<file path="config.mk">
export PLATFORM = sky130hd
export DESIGN_NAME = ctr_timer_set
export DESIGN_NICKNAME = d
export VERILOG_FILES = /design/src/rtl/ctr_pkg.sv /design/src/rtl/ctr_addr_dec.sv /design/src/rtl/ctr_tmr.sv /design/src/rtl/ctr_timer_set.sv
export SDC_FILE = /design/constraint.sdc
export NUM_CORES = 1
export LEC_CHECK = 0
export CAP_MARGIN = 20
export CORE_MARGIN = 5
export CORE_UTILIZATION = 50
export CTS_BUF_LIST = sky130_fd_sc_hd__clkbuf_4 sky130_fd_sc_hd__clkbuf_8
export DETAILED_ROUTE_END_ITERATION = 8
export DONT_BUFFER_PORTS = 1
export GPL_TIMING_DRIVEN = 0
export PLACE_DENSITY_LB_ADDON = 0.15
export SYNTH_ARGS = -nofsm -noshare
export SYNTH_HDL_FRONTEND = slang
export SYNTH_SLANG_ARGS = --single-unit
</file>
<file path="constraint.sdc">
create_clock -name clk -period 3 [get_ports clk]
set_clock_uncertainty 0.05 [all_clocks]
set_input_delay 0.15 -clock clk [delete_from_list [all_inputs] [get_ports clk]]
set_output_delay 0.15 -clock clk [all_outputs]
set_load 0.05 [all_outputs]
</file>
<file path="src/rtl/ctr_pkg.sv">
package ctr_pkg;
    typedef enum logic [1:0] {
        TS_HOLD  = 2'd0,
        TS_FREE  = 2'd1,
        TS_MATCH = 2'd2
    } tmr_state_e;

    localparam logic [2:0] OFF_LIMIT = 3'd0;
    localparam logic [2:0] OFF_COUNT = 3'd1;
    localparam logic [2:0] OFF_ALIAS = 3'd2;
    localparam logic [2:0] OFF_AUX   = 3'd3;
    localparam logic [2:0] OFF_CFG   = 3'd4;
endpackage

</file>
<file path="src/rtl/ctr_addr_dec.sv">
module ctr_addr_dec #(
    parameter int NUM_CPU = 4,
    parameter int ADDR_W  = 5,
    parameter int IDX_W   = 3
) (
    input  logic [ADDR_W-1:0] addr,
    output logic [IDX_W-1:0]  idx,
    output logic [2:0]        off,
    output logic              hit
);
    localparam int GLB_BASE = NUM_CPU * 4;
    localparam int GLB_LAST = GLB_BASE + 4;

    always_comb begin
        if (int'(addr) >= GLB_BASE) begin
            idx = IDX_W'(NUM_CPU);
            off = 3'(int'(addr) - GLB_BASE);
            hit = (int'(addr) <= GLB_LAST);
        end else begin
            idx = IDX_W'(addr >> 2);
            off = {1'b0, addr[1:0]};
            hit = 1'b1;
        end
    end
endmodule

</file>
<file path="src/rtl/ctr_tmr.sv">
module ctr_tmr
    import ctr_pkg::*;
#(
    parameter int VAL_W   = 21,
    parameter bit HAS_RUN = 1'b1
) (
    input  logic             clk,
    input  logic             rst_n,
    input  logic             tick,
    input  logic             lim_wr,
    input  logic [VAL_W-1:0] lim_val,
    input  logic             run_wr,
    input  logic             run_val,
    input  logic             rd_clr,
    output logic [VAL_W-1:0] limit_o,
    output logic [VAL_W-1:0] count_o,
    output logic             run_o,
    output logic             irq_o
);
    localparam logic [VAL_W-1:0] ONE = VAL_W'(1);

    tmr_state_e       st_q, st_d;
    logic [VAL_W-1:0] lim_q, cnt_q, lim_eff;
    logic             flag_q, run_eff, adv, match_en, wrap;

    // next-state decision
    always_comb begin
        lim_eff = lim_wr ? lim_val : lim_q;
        run_eff = HAS_RUN ? (run_wr ? run_val : (st_q != TS_HOLD)) : 1'b1;
        if (!run_eff)
            st_d = TS_HOLD;
        else if (lim_eff == '0)
            st_d = TS_FREE;
        else
            st_d = TS_MATCH;
    end

    // state register
    always_ff @(posedge clk) begin
        if (!rst_n) st_q <= TS_FREE;
        else        st_q <= st_d;
    end

    // per-state outputs
    always_comb begin
        unique case (st_q)
            TS_HOLD:  begin adv = 1'b0; match_en = 1'b0; end
            TS_FREE:  begin adv = tick; match_en = 1'b0; end
            TS_MATCH: begin adv = tick; match_en = 1'b1; end
            default:  begin adv = 1'b0; match_en = 1'b0; end
        endcase
        wrap = adv && match_en && (cnt_q == (lim_q - ONE)) && !lim_wr;
    end

    always_ff @(posedge clk) begin
        if (!rst_n) begin
            lim_q  <= '0;
            cnt_q  <= ONE;
            flag_q <= 1'b0;
        end else begin
            if (lim_wr) begin
                lim_q <= lim_val;
                cnt_q <= ONE;
            end else if (wrap) begin
                cnt_q <= ONE;
            end else if (adv) begin
                cnt_q <= cnt_q + ONE;
            end
            if (wrap)        flag_q <= 1'b1;
            else if (rd_clr) flag_q <= 1'b0;
        end
    end

    assign limit_o = lim_q;
    assign count_o = cnt_q;
    assign run_o   = (st_q != TS_HOLD);
    assign irq_o   = flag_q;
endmodule

</file>
<file path="src/rtl/ctr_timer_set.sv">
module ctr_timer_set
    import ctr_pkg::*;
#(
    parameter  int NUM_CPU = 4,
    parameter  int VAL_LSB = 10,
    parameter  int VAL_W   = 21,
    parameter  int DATA_W  = 32,
    localparam int ADDR_W  = $clog2(NUM_CPU * 4 + 5)
) (
    input  logic               clk,
    input  logic               rst_n,
    input  logic               tick_us,
    input  logic               req_valid,
    input  logic               req_write,
    input  logic [ADDR_W-1:0]  req_addr,
    input  logic [DATA_W-1:0]  req_wdata,
    output logic               rd_valid,
    output logic [DATA_W-1:0]  rd_data,
    output logic               irq_lvl10,
    output logic [NUM_CPU-1:0] irq_lvl14
);
    localparam int NUM_T = NUM_CPU + 1;
    localparam int IDX_W = $clog2(NUM_T);
    localparam int GLB   = NUM_CPU;

    logic [IDX_W-1:0]  idx;
    logic [2:0]        off;
    logic              hit, is_rd, is_wr, cfg_wr;
    logic [VAL_W-1:0]  lim_a [NUM_T];
    logic [VAL_W-1:0]  cnt_a [NUM_T];
    logic [NUM_T-1:0]  run_a, irq_a, lim_wr, rd_clr, run_wr;
    logic [NUM_CPU-1:0] cfg_q;
    logic [DATA_W-1:0] rd_word;
    logic              unused_wbits;

    assign unused_wbits = ^{req_wdata[DATA_W-1], req_wdata[VAL_LSB-1:NUM_CPU]};

    ctr_addr_dec #(.NUM_CPU(NUM_CPU), .ADDR_W(ADDR_W), .IDX_W(IDX_W)) u_dec (
        .addr(req_addr),
        .idx (idx),
        .off (off),
        .hit (hit)
    );

    assign is_rd  = req_valid && !req_write;
    assign is_wr  = req_valid && req_write && hit;
    assign cfg_wr = is_wr && (idx == IDX_W'(GLB)) && (off == OFF_CFG);

    for (genvar t = 0; t < NUM_T; t++) begin : g_tmr
        logic sel;
        assign sel       = (idx == IDX_W'(t)) && hit;
        assign lim_wr[t] = is_wr && sel && ((off == OFF_LIMIT) || (off == OFF_ALIAS));
        assign rd_clr[t] = is_rd && sel && (off == OFF_LIMIT);
        if (t < NUM_CPU) begin : g_cpu
            assign run_wr[t] = is_wr && sel && (off == OFF_AUX);
        end else begin : g_glb
            assign run_wr[t] = 1'b0;
        end

        ctr_tmr #(.VAL_W(VAL_W), .HAS_RUN(t < NUM_CPU)) u_tmr (
            .clk    (clk),
            .rst_n  (rst_n),
            .tick   (tick_us),
            .lim_wr (lim_wr[t]),
            .lim_val(req_wdata[VAL_LSB +: VAL_W]),
            .run_wr (run_wr[t]),
            .run_val(req_wdata[0]),
            .rd_clr (rd_clr[t]),
            .limit_o(lim_a[t]),
            .count_o(cnt_a[t]),
            .run_o  (run_a[t]),
            .irq_o  (irq_a[t])
        );
    end

    always_ff @(posedge clk) begin
        if (!rst_n)      cfg_q <= '0;
        else if (cfg_wr) cfg_q <= req_wdata[NUM_CPU-1:0];
    end

    always_comb begin
        rd_word = '0;
        if (hit) begin
            case (off)
                OFF_LIMIT, OFF_ALIAS: rd_word[VAL_LSB +: VAL_W] = lim_a[idx];
                OFF_COUNT:            rd_word[VAL_LSB +: VAL_W] = cnt_a[idx];
                OFF_AUX:              if (idx != IDX_W'(GLB)) rd_word[0] = run_a[idx];
                OFF_CFG:              rd_word[NUM_CPU-1:0] = cfg_q;
                default:              rd_word = '0;
            endcase
        end
    end

    always_ff @(posedge clk) begin
        if (!rst_n) begin
            rd_valid <= 1'b0;
            rd_data  <= '0;
        end else begin
            rd_valid <= is_rd;
            if (is_rd) rd_data <= rd_word;
        end
    end

    assign irq_lvl10 = irq_a[GLB];
    assign irq_lvl14 = irq_a[NUM_CPU-1:0];
endmodule

</file>
==> impl_metrics.csv <==
group,metric,value,unit
outcome,status,"finished, violations left",
outcome,violations,"negative setup slack",
worst_hold_path,hp-start,"req_write",
clocking,cts_root_buffer,"clkbuf_8",
cells_and_area,area_growth,16.48,%
sta,min_period,3.034,ns
worst_hold_path,hold_path.class,"in2reg",
power_and_ir_drop,powerDensity,463.2,mW/mm2
drt,wirelength,61760,um
grt,grt_antenna_before_repair,5,
synthesis,synth-warning-count,0,
synthesis,syn_avg_cell_area,7.878,um2
placement,dp_hpwl,45470,um
sta,slew_viol_final,0,
sta,max_slew_margin,23.89,%
power_and_ir_drop,p_clk_share,47.0,%
placement,port_buffers,0,
cells_and_area,utilization,59.18,%
sta,hold_viol,0,
synthesis,yosys.cell_types.count,79,
worst_setup_path,startpoint_type,"flip-flop",
worst_setup_path,worstPathArrival,3.43,ns
die,row_count,64,
clocking,numCtsBuffers,47,
grt,grt_max_degree,12,
sta,setup_viol,15,
worst_setup_path,worstPathRequired,3.40,ns
power_and_ir_drop,power_frac_comb,11.0,%
die,die_area,0.03488,mm2
clocking,clk-insertion-delay-late,0.61,ns
synthesis,yosysSeqAreaShare,32.68,%
drt,drt_pre_antenna_iters,6,
worst_setup_path,r2r-start,"g_tmr[4].u_tmr.limit_o[13]",
synthesis,ys_ff_latch,255,
die,dieWidth,186.8,um
drt,via_per_inst,6.313,
grt,grt_pass1_wl,91550,um
clocking,path_clk_slew,0.06,ns
clocking,cts_tree,"built",
die,start_util,50.81,%
power_and_ir_drop,power.switching,2266,uW
clocking,cts_max_path_buffers,3,
drt,via_count,15900,
worst_setup_path,worstPathMaxFanout,5,
run,cap_violations,0,
cells_and_area,nets,2146,
cells_and_area,n_fill_cell,2855,
power_and_ir_drop,p_total,8429,uW
drt,drtIter0Drc,1633,
power_and_ir_drop,p_leak,0.006694,uW
synthesis,postSynth.topFlopCell,"dfxtp_1",
power_and_ir_drop,seqPwrFrac,42.0,%
drt,wl_per_cell,24.52,um
power_and_ir_drop,p_sw_share,26.88,%
drt,ant_nets,0,
clocking,numClockSinks,255,
sta,period_share,101.1,%
synthesis,netlist_area,0.01562,mm2
power_and_ir_drop,peakVddDrop,0.0003552,V
synthesis,synth_async_sr_flop_share,0,%
cells_and_area,regArea,0.005134,mm2
synthesis,netlist_instances,1983,
grt,grt_pass1_vias,14990,
grt,grt_use_total,33.79,%
sta,rsz0062_at_grt,"yes",
placement,gp_congestion,0.9986,
die,core,0.03075,mm2
die,die_y,186.8,um
cells_and_area,multi_input_area,0.01010,mm2
sta,clock.fmax,329.6,MHz
die,io_pins,80,
drt,drc_errors,0,
worst_setup_path,crit_path_end_kind,"flip-flop",
grt,overflow,0,
power_and_ir_drop,internal_power,6164,uW
worst_setup_path,startpoint,"g_tmr[4].u_tmr.limit_o[13]",
sta,setup_slack,-0.03387,ns
worst_setup_path,timing_worst_setup_path_type,"reg2reg",
synthesis,synth_edf_count,0,
sta,worst-slew-pin-transition,1.126,ns
cells_and_area,drive_gt1_share,12.14,%
clocking,htreeDepth,2,
[cells by family after synthesis]
kind of cell / Yosys count / share of synthesized area (%)
buffers and inverters: 193 / 5.278
AND/OR/NAND/NOR: 883 / 27.89
AO/OA/AOI/OAI: 333 / 13.36
XOR/XNOR: 224 / 12.56
multiplexers: 74 / 6.615
adder cells (fa/ha/maj): 20 / 1.602
flip-flops: 255 / 32.68
other: 1 / 0.02400
[layout by cell type, fill, tap and decap left out, types with 35 or more instances in the layout]
master	synthesis	routed
inv_1	42	41
clkbuf_8	0	61
mux2i_1	47	47
xnor2_1	111	110
o21ai_0	61	60
xor2_1	113	113
nand2_1	334	334
a21oi_1	134	134
nor2_1	123	122
clkbuf_1	111	94
dfxtp_1	255	238
nand3_1	60	59
nor3_1	123	112
nand4_1	36	36
and3_1	35	35
[final timing paths]
path,end,slack [ns],depth (start not counted)
setup / recovery,g_tmr[4].u_tmr.count_o[1],-0.03,7
hold / removal,g_tmr[2].u_tmr.st_q[1],0.07,4
setup reg to reg,g_tmr[4].u_tmr.count_o[1],-0.03,7
hold reg to reg,g_tmr[0].u_tmr.irq_o,0.42,2
[repair_timing]
action / CTS / global route
resized for setup: 58 / 55
setup endpoints to repair: 119 / 121
cloned: 3 / 1
pin swaps: 12 / 19
hold buffers: 31 / 0
buffers inserted: 9 / 13
hold endpoints to repair: 129 / 0
[metrics by stage]
stage / setup TNS (ns) / hold WS (ns) / setup WS, ns / instances / area, um2
4_1_cts: -0.01326 / 0.03541 / -0.004160 / 2511 / 17920
3_3_place_gp: -55.76 / 0.2383 / -1.026 / 2385 / 16140
5_1_grt: -1.523 / 0.09817 / -0.08288 / 2517 / 18190
2_1_floorplan: 0 / 0.2360 / 0.2431 / 1989 / 15650
6_report: -0.2514 / 0.07344 / -0.03387 / 2519 / 18200
3_5_place_dp: -50.27 / 0.2440 / -0.7679 / 2390 / 16180
[layout make-up]
cell class | count | area share [%]
diodes | 6 | 0.08251
plain buffers | 132 | 3.445
clock buffers | 72 | 5.067
clock inverters | 10 | 0.9626
inverters | 44 | 0.9076
multi-input cells | 1541 | 55.51
flip-flops and latches | 255 | 28.21
well taps | 396 | 2.723
repair buffers | 63 | 3.094
[power groups by stage]
| stage | Sequential (uW) | Clock [uW] | Combinational [uW] |
|---|---|---|---|
| 2_1_floorplan | 3580 | 0 | 560 |
| 3_3_place_gp | 3610 | 0 | 764 |
| 3_5_place_dp | 3610 | 0 | 777 |
| 4_1_cts | 3540 | 3970 | 884 |
| 5_1_grt | 3550 | 4140 | 984 |
| 6_report | 3540 | 3960 | 926 |
[state kept, by name, indices dropped and copies added (netlist names)]
register and cells:
g_tmr.u_tmr.limit_o 105, cfg_q 4, g_tmr.u_tmr.st_q 10, rd_valid 1, g_tmr.u_tmr.irq_o 5, g_tmr.u_tmr.count_o 105, rd_data 25
[Yosys cell counts (42+ instances only)]
| cell | count | area, um2 |
|---|---|---|
| nor3_1 | 123 | 615.6 |
| xor2_1 | 113 | 989.7 |
| o21ai_0 | 61 | 305.3 |
| nand2_1 | 334 | 1254 |
| inv_1 | 42 | 157.7 |
| nand3_1 | 60 | 300.3 |
| mux2i_1 | 47 | 470.5 |
| xnor2_1 | 111 | 972.2 |
| clkbuf_1 | 111 | 416.7 |
| a21oi_1 | 134 | 670.6 |
| dfxtp_1 | 255 | 5105 |
| nor2_1 | 123 | 461.7 |
[worst max-delay path: stages (launching register included)]
cell     delay (ns)
dfxtp_4        0.34
or4_4          0.54
o41a_1         0.41
or4b_1         0.48
a32o_2         0.29
nor4_4         0.49
buf_6          0.22
nor4_2         0.05
[metal layers]
layer	track usage [%]	share of wire (%)	vias up
li1	-	-	7184
met2	54.94	46	847
met3	6.558	9.4	181
met5	0	0	-
met4	16.50	5.4	0
met1	43.21	39	7690
Power figures use the tool's default switching activity.
